--- config.mk ---
export PLATFORM = sky130hd
export DESIGN_NAME = intr_gate_top
export DESIGN_NICKNAME = d
export VERILOG_FILES = /design/src/rtl/intr_pkg.sv /design/src/rtl/intr_flag_cell.sv /design/src/rtl/intr_node.sv /design/src/rtl/intr_regs.sv /design/src/rtl/intr_gate_top.sv
export SDC_FILE = /design/constraint.sdc
export NUM_CORES = 1
export LEC_CHECK = 0
export ABC_AREA = 1
export BUFFER_PORTS_ARGS = -buffer_cell sky130_fd_sc_hd__buf_2
export CAP_MARGIN = 25
export CORE_MARGIN = 1
export CORE_UTILIZATION = 35
export CTS_CLUSTER_DIAMETER = 30
export DETAILED_ROUTE_END_ITERATION = 12
export HOLD_SLACK_MARGIN = 0.15
export PLACE_DENSITY_LB_ADDON = 0.1
export SETUP_SLACK_MARGIN = 0.02
export SLEW_MARGIN = 20
export SYNTH_ARGS = -nofsm -noshare
export SYNTH_HDL_FRONTEND = slang
export SYNTH_SLANG_ARGS = --single-unit
--- constraint.sdc ---
create_clock -name clk -period 1.1 [get_ports clk]
set_clock_uncertainty 0.2 [all_clocks]
set_input_delay 0.165 -clock clk [delete_from_list [all_inputs] [get_ports clk]]
set_output_delay 0.165 -clock clk [all_outputs]
set_load 0.02 [all_outputs]
--- src/rtl/intr_pkg.sv ---
package intr_pkg;
    typedef enum logic [1:0] {
        KIND_HWCLR = 2'd0,
        KIND_SWCLR = 2'd1,
        KIND_EDGE  = 2'd2
    } node_kind_e;

    typedef enum logic {
        FLAG_IDLE = 1'b0,
        FLAG_PEND = 1'b1
    } flag_state_e;

    localparam logic [1:0] ADDR_GLOBAL = 2'd0;
    localparam logic [1:0] ADDR_NODE   = 2'd1;
    localparam logic [1:0] ADDR_EVENT  = 2'd2;
    localparam logic [1:0] ADDR_CLEAR  = 2'd3;
endpackage

--- src/rtl/intr_flag_cell.sv ---
module intr_flag_cell
    import intr_pkg::*;
(
    input  logic clk,
    input  logic rst_n,
    input  logic set_i,
    input  logic clr_i,
    output logic pend_o
);
    flag_state_e state_q, state_d;

    always_comb begin
        state_d = state_q;
        unique case (state_q)
            FLAG_IDLE: if (set_i) state_d = FLAG_PEND;          // CAPTURE
            FLAG_PEND: if (!set_i && clr_i) state_d = FLAG_IDLE; // RELEASE
            default:   state_d = FLAG_IDLE;
        endcase
    end

    always_ff @(posedge clk) begin
        if (!rst_n) state_q <= FLAG_IDLE;
        else        state_q <= state_d;
    end

    always_comb pend_o = (state_q == FLAG_PEND);

    assert_set_wins_R11: assert property (@(posedge clk) disable iff (!rst_n)
        set_i |=> pend_o);
endmodule

--- src/rtl/intr_node.sv ---
module intr_node
    import intr_pkg::*;
#(
    parameter int SRCS   = 2,
    parameter int KIND   = 0,
    parameter bit IS_NMI = 1'b0
) (
    input  logic            clk,
    input  logic            rst_n,
    input  logic [SRCS-1:0] evt_i,
    input  logic [SRCS-1:0] ev_en_i,
    input  logic            node_en_i,
    input  logic            glob_en_i,
    input  logic            ack_i,
    input  logic [SRCS-1:0] sw_clr_i,
    output logic            req_o,
    output logic [SRCS-1:0] flags_o
);
    localparam bit HW_CLEAR = (KIND == int'(KIND_HWCLR));
    localparam bit EDGE     = (KIND == int'(KIND_EDGE));

    logic gate;
    logic [SRCS-1:0] clr;

    always_comb gate = IS_NMI ? 1'b1 : (node_en_i & glob_en_i);

    for (genvar s = 0; s < SRCS; s++) begin : g_src
        always_comb clr[s] = sw_clr_i[s] | (HW_CLEAR & ack_i);
        intr_flag_cell u_cell (
            .clk    (clk),
            .rst_n  (rst_n),
            .set_i  (evt_i[s]),
            .clr_i  (clr[s]),
            .pend_o (flags_o[s])
        );
        if (!HW_CLEAR) begin : g_keep
            assert_ack_keeps_flag_R7: assert property (@(posedge clk) disable iff (!rst_n)
                (flags_o[s] && ack_i && !sw_clr_i[s]) |=> flags_o[s]);
        end else begin : g_drop
            assert_ack_clears_R6: assert property (@(posedge clk) disable iff (!rst_n)
                (ack_i && !evt_i[s]) |=> !flags_o[s]);
        end
    end

    if (EDGE) begin : g_edge
        logic pulse_q;
        always_ff @(posedge clk) begin
            if (!rst_n) pulse_q <= 1'b0;
            else        pulse_q <= gate & |(evt_i & ev_en_i);
        end
        always_comb req_o = pulse_q;

        assert_edge_from_event_R8: assert property (@(posedge clk) disable iff (!rst_n)
            req_o |-> $past(|(evt_i & ev_en_i)));
    end else begin : g_flag
        always_comb req_o = gate & |(flags_o & ev_en_i);

        if (IS_NMI) begin : g_nmi
            assert_nmi_unmasked_R9: assert property (@(posedge clk) disable iff (!rst_n)
                (|(flags_o & ev_en_i)) |-> req_o);
        end else begin : g_mask
            assert_global_mask_R5: assert property (@(posedge clk) disable iff (!rst_n)
                !glob_en_i |-> !req_o);
        end
    end
endmodule

--- src/rtl/intr_regs.sv ---
module intr_regs
    import intr_pkg::*;
#(
    parameter int NUM_NODES = 4,
    parameter int NFLAGS    = 8
) (
    input  logic                 clk,
    input  logic                 rst_n,
    input  logic                 wr_en_i,
    input  logic [1:0]           wr_addr_i,
    input  logic [NFLAGS-1:0]    wr_data_i,
    output logic                 glob_en_o,
    output logic [NUM_NODES-1:0] node_en_o,
    output logic [NFLAGS-1:0]    ev_en_o,
    output logic [NFLAGS-1:0]    sw_clr_o
);
    always_ff @(posedge clk) begin
        if (!rst_n) begin
            glob_en_o <= 1'b0;
            node_en_o <= '0;
            ev_en_o   <= '0;
        end else if (wr_en_i) begin
            if (wr_addr_i == ADDR_GLOBAL) glob_en_o <= wr_data_i[0];
            if (wr_addr_i == ADDR_NODE)   node_en_o <= wr_data_i[NUM_NODES-1:0];
            if (wr_addr_i == ADDR_EVENT)  ev_en_o   <= wr_data_i;
        end
    end

    always_comb sw_clr_o = (wr_en_i && wr_addr_i == ADDR_CLEAR) ? wr_data_i : '0;

    assert_write_lands_R12: assert property (@(posedge clk) disable iff (!rst_n)
        (wr_en_i && wr_addr_i == ADDR_EVENT) |=> (ev_en_o == $past(wr_data_i)));
endmodule

--- src/rtl/intr_gate_top.sv ---
module intr_gate_top
    import intr_pkg::*;
#(
    parameter int NUM_NODES = 4,
    parameter int SRCS      = 2,
    parameter int NMI_NODE  = 3,
    parameter logic [2*NUM_NODES-1:0] NODE_KINDS = 8'b00_10_01_00
) (
    input  logic                      clk,
    input  logic                      rst_n,
    input  logic [NUM_NODES*SRCS-1:0] evt_i,
    input  logic [NUM_NODES-1:0]      ack_i,
    input  logic                      wr_en_i,
    input  logic [1:0]                wr_addr_i,
    input  logic [NUM_NODES*SRCS-1:0] wr_data_i,
    output logic [NUM_NODES-1:0]      req_o,
    output logic [NUM_NODES*SRCS-1:0] flags_o
);
    localparam int NFLAGS = NUM_NODES * SRCS;

    logic                 glob_en;
    logic [NUM_NODES-1:0] node_en;
    logic [NFLAGS-1:0]    ev_en;
    logic [NFLAGS-1:0]    sw_clr;

    intr_regs #(.NUM_NODES(NUM_NODES), .NFLAGS(NFLAGS)) u_regs (
        .clk       (clk),
        .rst_n     (rst_n),
        .wr_en_i   (wr_en_i),
        .wr_addr_i (wr_addr_i),
        .wr_data_i (wr_data_i),
        .glob_en_o (glob_en),
        .node_en_o (node_en),
        .ev_en_o   (ev_en),
        .sw_clr_o  (sw_clr)
    );

    for (genvar n = 0; n < NUM_NODES; n++) begin : g_node
        intr_node #(
            .SRCS   (SRCS),
            .KIND   (int'(NODE_KINDS[2*n +: 2])),
            .IS_NMI (n == NMI_NODE)
        ) u_node (
            .clk       (clk),
            .rst_n     (rst_n),
            .evt_i     (evt_i[n*SRCS +: SRCS]),
            .ev_en_i   (ev_en[n*SRCS +: SRCS]),
            .node_en_i (node_en[n]),
            .glob_en_i (glob_en),
            .ack_i     (ack_i[n]),
            .sw_clr_i  (sw_clr[n*SRCS +: SRCS]),
            .req_o     (req_o[n]),
            .flags_o   (flags_o[n*SRCS +: SRCS])
        );
    end

    assert_disabled_event_R4: assert property (@(posedge clk) disable iff (!rst_n)
        (ev_en == '0) |-> (req_o == '0));
endmodule

Yosys cells after proc, flatten, opt, wreduce, memory -nomap -nowiden
Cells that the tools add are included.
{ "word_totals": {"ff_bits": 21, "inputBits": 25, "wordCells": 87} }
{ "op_classes": {"eq_ne": 3, "muxes": 25, "bitwise_logic": 22, "n_reduce_logical": 25} }
{ "ops": {"columns": ["op", "count"], "rows": [
  ["2-to-1 mux 1 bit", 16],
  ["case mux 1 bit (2 select lines)", 8],
  ["logical AND 1 bit", 9],
  ["bitwise AND 2 bit", 4],
  ["logical NOT 1 bit", 8],
  ["2-to-1 mux 8 bit", 1],
  ["inverter 1 bit", 8],
  ["OR reduction 2 bit", 4],
  ["bitwise AND 1 bit", 6],
  ["AND reduction 2 bit", 3],
  ["== test 2 bit, second input constant", 2],
  ["bitwise OR 1 bit", 4],
  ["== test 2 x 1 -> 1 bit, second input constant", 1],
  ["logical NOT 2 bit", 1]
]} }

Logic depth before layout (Yosys ltp)
Gate-level depths: netlist of the first run.
{ "depth": {"depth_word": 7, "depth_mapped": 6} }

Hierarchy
Synthesis of the first run repeated with hierarchy kept, for this count alone.
{ "hier_totals": {"hier_cells": 176, "area_unflattened_um2": 1112.3} }
{ "by_module_without_submodules": {"columns": ["mod", "instances", "cells_per_inst", "area_per_inst_um2", "seq_area_each_um2"], "rows": [
  ["intr_regs", 1, 101, 630.6, 260.2],
  ["intr_flag_cell", 8, 6, 43.8, 20.0],
  ["intr_node at g_node[2].u_node", 1, 9, 52.6, 20.0],
  ["intr_node at g_node[3].u_node", 1, 8, 30.0, 0.0],
  ["intr_node at g_node[0].u_node", 1, 6, 28.8, 0.0],
  ["intr_node at g_node[1].u_node", 1, 4, 20.0, 0.0]
]} }

Least setup slack after synthesis of the first run
No wires, ideal clock.
{ "synth_path": {"path_type": "register to output", "from": "reg g_node[3].u_node.g_src[0].u_cell.state_q", "to": "out req_o[3]", "arrival_ps": 659, "required_ps": 735, "setup_slack_ps": 76, "stages_incl_launch_ff": 3, "n_path_buf": 1, "cell_sequence": "dfxtp_1 > a22o_1 > buf_4"} }
{ "synth_between": {"elab_chain_cells": 2} }
{ "synth_rtl": {"columns": ["element", "line_no", "text"], "rows": [
  ["start, declared", "intr_flag_cell.sv:10", "flag_state_e state_q, state_d;"],
  ["start signal, assigned", "intr_flag_cell.sv:23", "else state_q <= state_d;"],
  ["bitwise AND 2 bit", "intr_node.sv:56", "always_comb req_o = gate & |(flags_o & ev_en_i);"],
  ["OR reduction 2 bit", "intr_node.sv:56", null],
  ["end, declared", "intr_gate_top.sv:16", "output logic [NUM_NODES-1:0] req_o,"]
]} }
No other way between the ends.

Final worst setup path of the first run
{ "layout_path": {"from": "reg u_regs.ev_en_o[6]", "to": "out req_o[3]"} }
{ "layout_between": {"elab_chain_cells": 2} }
{ "layout_rtl": {"columns": ["element", "line_no", "text"], "rows": [
  ["start, declared", "intr_regs.sv:14", "output logic [NFLAGS-1:0] ev_en_o,"],
  ["start signal, assigned", "intr_regs.sv:25", "if (wr_addr_i == ADDR_EVENT) ev_en_o <= wr_data_i;"],
  ["bitwise AND 2 bit", "intr_node.sv:56", null],
  ["OR reduction 2 bit", "intr_node.sv:56", null]
]} }
No other way between the ends.

==> results of run 1 <==
-- path summary, 6_finish.rpt --
| path | start | end | slack, ns | cells after the start |
|---|---|---|---|---|
| setup / recovery | u_regs.ev_en_o[6] | req_o[3] | -0.25 | 2 |
| hold / removal | rst_n | u_regs.ev_en_o[1] | -0.05 | 3 |
| setup reg to reg | g_node[3].u_node.g_src[0].u_cell.pend_o | g_node[3].u_node.g_src[0].u_cell.pend_o | 0.04 | 6 |
| hold reg to reg | g_node[2].u_node.g_src[0].u_cell.pend_o | g_node[2].u_node.g_src[0].u_cell.pend_o | 0.27 | 2 |
-- where the power goes --
part | internal [µW] | switching [µW] | leakage [µW]
clock network | 141 | 223 | 0.0000150
registers | 809 | 27.6 | 0.000178
logic | 188 | 159 | 0.000490
total | 1140 | 410 | 0.000682
-- through the flow --
stage | instance area (µm²) | power [µW] | worst slack [ns]
finish | 1510 | 1550 | -0.254
global route | 1510 | 1630 | -0.322
CTS | 1460 | 1550 | -0.278
detailed placement | 1160 | 1090 | 0.00321
global placement | 1160 | 1090 | 0.0115
floorplan | 1000 | 1010 | 0.0760
-- final cells by class --
cell class	instances	share of cell area (%)
Timing Repair Buffer	64	34.5
Sequential cell	21	29.1
Multi-Input combinational cell	80	27.3
Inverter	18	4.81
Tap cell	31	2.57
Clock buffer	4	1.74
-- repair_timing --
| action | in CTS | in global routing |
|---|---|---|
| setup endpoints to repair | 12 | 15 |
| resized for setup | 33 | 16 |
| setup buffers | 2 | 3 |
| pin swaps | 1 | 8 |
| endpoints found under the hold margin | 21 | 21 |
-- tightest hold or removal path, cell delays in order --
cell and delay, ns:
sky130_fd_sc_hd__buf_2 0.14, sky130_fd_sc_hd__o21ai_0 0.08, sky130_fd_sc_hd__nor2_1 0.04
-- sequential cells by signal, summed over array words and instances (netlist names) --
name,flops
u_regs.ev_en_o,8
g_node.u_node.req_o,1
g_node.u_node.g_src.u_cell.pend_o,8
u_regs.node_en_o,3
u_regs.glob_en_o,1
-- layer usage --
layer  GRT usage (%)  vias up
met1            17.9      445
met4            2.14        0
met2            26.5       32
met5               0        -
met3            5.39        2
li1                -      527
-- cells in the final DEF, fill, tap and decap left out, drive strengths merged --
master,Yosys,layout
o21ai,11,11
buf,15,46
a21oi,11,11
clkinv,2,2
clkbuf,1,4
inv,16,16
nand2,17,17
a21o,1,1
nand3,4,4
nand4,9,9
dfxtp,21,21
dlygate4sd3,0,18
nor2,26,26
a22o,1,1
-- logic make-up after synthesis --
group | after synthesis | share of synthesized area [%]
flip-flops | 21 | 41.9
AO/OA/AOI/OAI | 24 | 12.6
buffers and inverters | 34 | 20.0
AND/OR/NAND/NOR | 56 | 25.5
==> run_results.csv, run 1 <==
group,metric,value,unit
outcome,status,"finished, violations left",
outcome,failed_checks,"negative hold slack, negative setup slack",
grt,grt_max_degree,12,
clocking,clock_tree_from_tritoncts,"yes",
clocking,cts_sinks,21,
routing,wirelength,2320,µm
setup_path,crit_path_end_kind,"output pin",
placed_design,dp_cells,194,
timing,setup_tns,-1.34,ns
setup_path,worst_path_max_delay_cell,"sky130_fd_sc_hd__dfxtp_2",
grt,combined_global_route_utilization_of_all_metal_layers,15.1,%
clocking,ctsHoldBuffers,18,
timing,period_share,123,%
die,dieArea,3080,µm²
setup_path,maximum_fanout_count_along_the_critical_path,2,
timing,final_max_slew_viol_count,0,
logic_synthesis,synth_enable_flop_cells,0,
cells_and_area,fillerInstances,278,
logic_synthesis,synth-warning-count,0,
cells_and_area,post-route-util,55.2,%
routing,post_drt_wl_per_cell,10.6,µm
timing,worst-slew-pin-transition,0.169,ns
logic_synthesis,synth_area_per_cell,7.42,µm²
cells_and_area,multi_input_comb_area,412,µm²
die,placementRows,19,
power,total_leakage_power,0.000682,µW
logic_synthesis,synth.yosys.seq_area_share,41.9,%
setup_path,path_cells,"a22o_1, buf_6",
timing,grt_setup_unrepaired,"true",
die,floorplan.io_pins,37,
routing,firstDrtPassIters,4,
grt,global_route.overflow_total,0,
clocking,cts.path.max_buffers,2,
die,die_h,55.5,µm
cells_and_area,fraction_of_final_layout_cells_with_drive_strength_greater_than_1,41.7,%
grt,antenna_found_initial,0,
logic_synthesis,register_bit_count_reported_by_yosys,21,
logic_synthesis,netlist_top_cells_count,"26 x sky130_fd_sc_hd__nor2_1, 21 x sky130_fd_sc_hd__dfxtp_1, 17 x sky130_fd_sc_hd__nand2_1",
routing,met2RoutedLength,1130,µm
grt,grt_pass1_vias,914,
die,core_area,2730,µm²
logic_synthesis,ys_types,18,
logic_synthesis,mappedNetlistArea,1000,µm²
placed_design,hpwl,1720,µm
die,initial_core_util,36.7,%
setup_path,critical_path_class,"reg -> out",
routing,vias_per_cell,4.61,
timing,relSlewSlack,88.6,%
cells_and_area,diode_count,0,
logic_synthesis,post_synth_main_area_contributors,"sky130_fd_sc_hd__dfxtp_1 42%, sky130_fd_sc_hd__nor2_1 9.7%, sky130_fd_sc_hd__buf_4 9.0%",
clocking,clockRootBuffer,"sky130_fd_sc_hd__clkbuf_4",
grt,wire_length_of_the_first_global_routing_pass,3680,µm
clocking,tritoncts.num_buffers,3,
logic_synthesis,synth.most_common_cell,"sky130_fd_sc_hd__nor2_1",
timing,timing.final.hold_violations,2,
cells_and_area,seq_area,439,µm²
logic_synthesis,synth_flop_cell,"sky130_fd_sc_hd__dfxtp_1",
cells_and_area,layout.nets,213,
cells_and_area,area.growth.synth_to_final,50.6,%
clocking,insertion_delay,0.30,ns
setup_path,crit_path_max_incr_delay,0.34,ns
power,peakVddDrop,0.922,mV
timing,max_clock_freq,739,MHz
cells_and_area,final_instance_count_excl_fillers,218,
setup_path,critical_path_arrival,0.99,ns
routing,routed.top_layer,"met4",
routing,met1Wirelength,1050,µm
routing,routed-wl-met3,125,µm
logic_synthesis,syn_inst,135,
setup_path,worstPathBufferInverterCount,1,
die,floorplan.die.width,55.5,µm
routing,postRouteAntennaNets,0,
flow_run,maxCapViolations,0,
timing,setup-violations-final,12,
routing,route.detailed.drc,0,
logic_synthesis,async_flop_share,0,%
placed_design,io_buffer_count,34,
logic_synthesis,yosys.area.top_type,"sky130_fd_sc_hd__dfxtp_1",
setup_path,timing.critical_path.required,0.73,ns
min_path,hold_path.class,"in -> reg",
clocking,clk_pin_slew_worst_setup_hold_paths,0.11,ns
clocking,cts-htree-levels,1,
timing,final.min_clock_period,1.35,ns
power,power_density,1030,nW/µm²
logic_synthesis,postSynthNetCount,160,
setup_path,timing.critical_path.from_type,"register",
timing,holdWs,-0.0467,ns
logic_synthesis,yosysTopAreaCellShare,41.9,%
placed_design,routabilityCongestion,0.771,
routing,dr.first_iter.drc_count,29,
routing,number_of_vias_after_detailed_routing,1006,
setup_path,cpLargestDelayFamily,"flip-flops",
timing,final.setup.worst_slack,-0.254,ns
No activity file was read; power rests on OpenSTA's default activity.
==> inputs of run 2 (changes only) <==
--- a/config.mk
+++ b/config.mk
@@ -10,6 +10,7 @@
 export CAP_MARGIN = 25
 export CORE_MARGIN = 1
 export CORE_UTILIZATION = 35
+export CTS_BUF_LIST = sky130_fd_sc_hd__clkbuf_4 sky130_fd_sc_hd__clkbuf_8 sky130_fd_sc_hd__clkbuf_16
 export CTS_CLUSTER_DIAMETER = 30
 export DETAILED_ROUTE_END_ITERATION = 12
 export HOLD_SLACK_MARGIN = 0.15
==> run 2 against run 1 <==
The run still ends with negative hold slack, negative setup slack left. Highest routed layer unchanged. Critical endpoint unchanged. Sequential share of layout area stayed put. Register-to-register slack hardly changed. Clock power is 6.6% higher.
==> run_results.csv, run 2 (synthesis gave the netlist of run 1 again) <==
group,metric,value,unit
outcome,status,"finished, violations left",
outcome,failed_checks,"negative hold slack, negative setup slack",
die,core_area,2730,µm²
grt,grt_max_degree,12,
cells_and_area,area.growth.synth_to_final,50.6,%
placed_design,hpwl,1720,µm
routing,number_of_vias_after_detailed_routing,993,
power,peakVddDrop,0.799,mV
timing,worst-slew-pin-transition,0.169,ns
setup_path,maximum_fanout_count_along_the_critical_path,2,
timing,timing.final.hold_violations,2,
setup_path,cpLargestDelayFamily,"flip-flops",
clocking,clockRootBuffer,"sky130_fd_sc_hd__clkbuf_4",
clocking,cts-htree-levels,1,
cells_and_area,layout_commonest_cell,"sky130_fd_sc_hd__nor2_1",
timing,period_share,123,%
setup_path,crit_path_end_kind,"output pin",
timing,holdWs,-0.0469,ns
flow_run,maxCapViolations,0,
cells_and_area,multi_input_comb_area,408,µm²
cells_and_area,fillerInstances,272,
clocking,tritoncts.num_buffers,3,
clocking,insertion_delay,0.30,ns
setup_path,critical_path_arrival,0.99,ns
cells_and_area,seq_area,439,µm²
setup_path,worst_path_max_delay_cell,"sky130_fd_sc_hd__dfxtp_2",
placed_design,routabilityCongestion,0.771,
routing,route.detailed.drc,0,
die,die_h,55.5,µm
setup_path,critical_path_class,"reg -> out",
grt,antenna_found_initial,0,
grt,combined_global_route_utilization_of_all_metal_layers,15.2,%
cells_and_area,layout.cells.most_common_list,"25 x sky130_fd_sc_hd__nor2_1, 20 x sky130_fd_sc_hd__buf_2, 18 x sky130_fd_sc_hd__dlygate4sd3_1",
setup_path,crit_path_max_incr_delay,0.34,ns
setup_path,timing.critical_path.required,0.73,ns
clocking,ctsHoldBuffers,18,
timing,final.min_clock_period,1.36,ns
routing,postRouteAntennaNets,0,
power,power_density,1040,nW/µm²
clocking,clock_tree_from_tritoncts,"yes",
die,dieArea,3080,µm²
setup_path,worstPathBufferInverterCount,1,
setup_path,reg2reg_setup_slack,0.04,ns
timing,max_clock_freq,738,MHz
clocking,cts.path.max_buffers,2,
die,floorplan.io_pins,37,
cells_and_area,fraction_of_final_layout_cells_with_drive_strength_greater_than_1,41.7,%
clocking,clk_pin_slew_worst_setup_hold_paths,0.11,ns
power,total_leakage_power,0.000686,µW
grt,global_route.overflow_total,0,
timing,relSlewSlack,88.6,%
placed_design,io_buffer_count,34,
timing,final_max_slew_viol_count,0,
clocking,cts_sinks,21,
die,floorplan.die.width,55.5,µm
routing,post_drt_wl_per_cell,10.5,µm
routing,vias_per_cell,4.56,
routing,wirelength,2280,µm
timing,final.setup.worst_slack,-0.255,ns
placed_design,dp_cells,194,
timing,grt_setup_unrepaired,"true",
min_path,hold_path.class,"in -> reg",
routing,dr.first_iter.drc_count,13,
grt,wire_length_of_the_first_global_routing_pass,3720,µm
cells_and_area,diode_count,0,
timing,setup-violations-final,12,
grt,grt_pass1_vias,915,
setup_path,path_cells,"a22o_1, buf_6",
routing,firstDrtPassIters,4,
cells_and_area,layout.nets,213,
setup_path,timing.critical_path.from_type,"register",
die,placementRows,19,
die,initial_core_util,36.7,%
cells_and_area,final_instance_count_excl_fillers,218,
run 2: tightest hold or removal path, stage by stage:
cell                      delay (ns)
sky130_fd_sc_hd__buf_2          0.14
sky130_fd_sc_hd__o21ai_0        0.08
sky130_fd_sc_hd__nor2_1         0.04
run 2: stage by stage:
step / utilization [%] / TNS, ns / instance area [µm²] / worst slack (ns) / total power [µW]
finish: 55.2 / -1.35 / 1510 / -0.255 / 1570
global route: 55.2 / -1.99 / 1510 / -0.325 / 1660
CTS: 53.6 / -1.45 / 1470 / -0.281 / 1570
detailed placement: 42.4 / 0 / 1160 / 0.00321 / 1090
global placement: 42.4 / 0 / 1160 / 0.0115 / 1090
floorplan: - / 0 / 1000 / 0.0760 / 1010
run 2: repair_timing:
action                     in CTS  in global routing
gates resized for setup        33                 15
pin swaps                       1                  8
setup endpoints to repair      12                 14
hold endpoints to repair       21                 21
buffers inserted                2                  3
run 2: layout make-up:
cell class / count / area share (%)
well taps: 31 / 2.57
flip-flops and latches: 21 / 29.1
repair buffers: 64 / 34.5
multi-input cells: 80 / 27.0
inverters: 18 / 4.81
clock buffers: 4 / 1.99
run 2: power by group:
group          internal, µW  switching [µW]
registers               809            27.7
logic                   187             157
clock network           166             223
total                  1160             408
run 2: final timing paths:
| kind | endpoint | cells after the start | from |
|---|---|---|---|
| setup / recovery | req_o[3] | 2 | u_regs.ev_en_o[6] |
| hold reg to reg | g_node[2].u_node.g_src[0].u_cell.pend_o | 2 | g_node[2].u_node.g_src[0].u_cell.pend_o |
| hold / removal | u_regs.ev_en_o[1] | 3 | rst_n |
| setup reg to reg | g_node[3].u_node.g_src[0].u_cell.pend_o | 6 | g_node[3].u_node.g_src[0].u_cell.pend_o |
run 2: routing by layer:
metal / track usage, % / wire length [µm] / vias to the layer above
li1: - / - / 528
met1: 18.2 / 1070 / 437
met2: 26.2 / 1090 / 26
met3: 5.39 / 103 / 2
met4: 3.21 / 16 / 0
met5: 0 / 0 / -
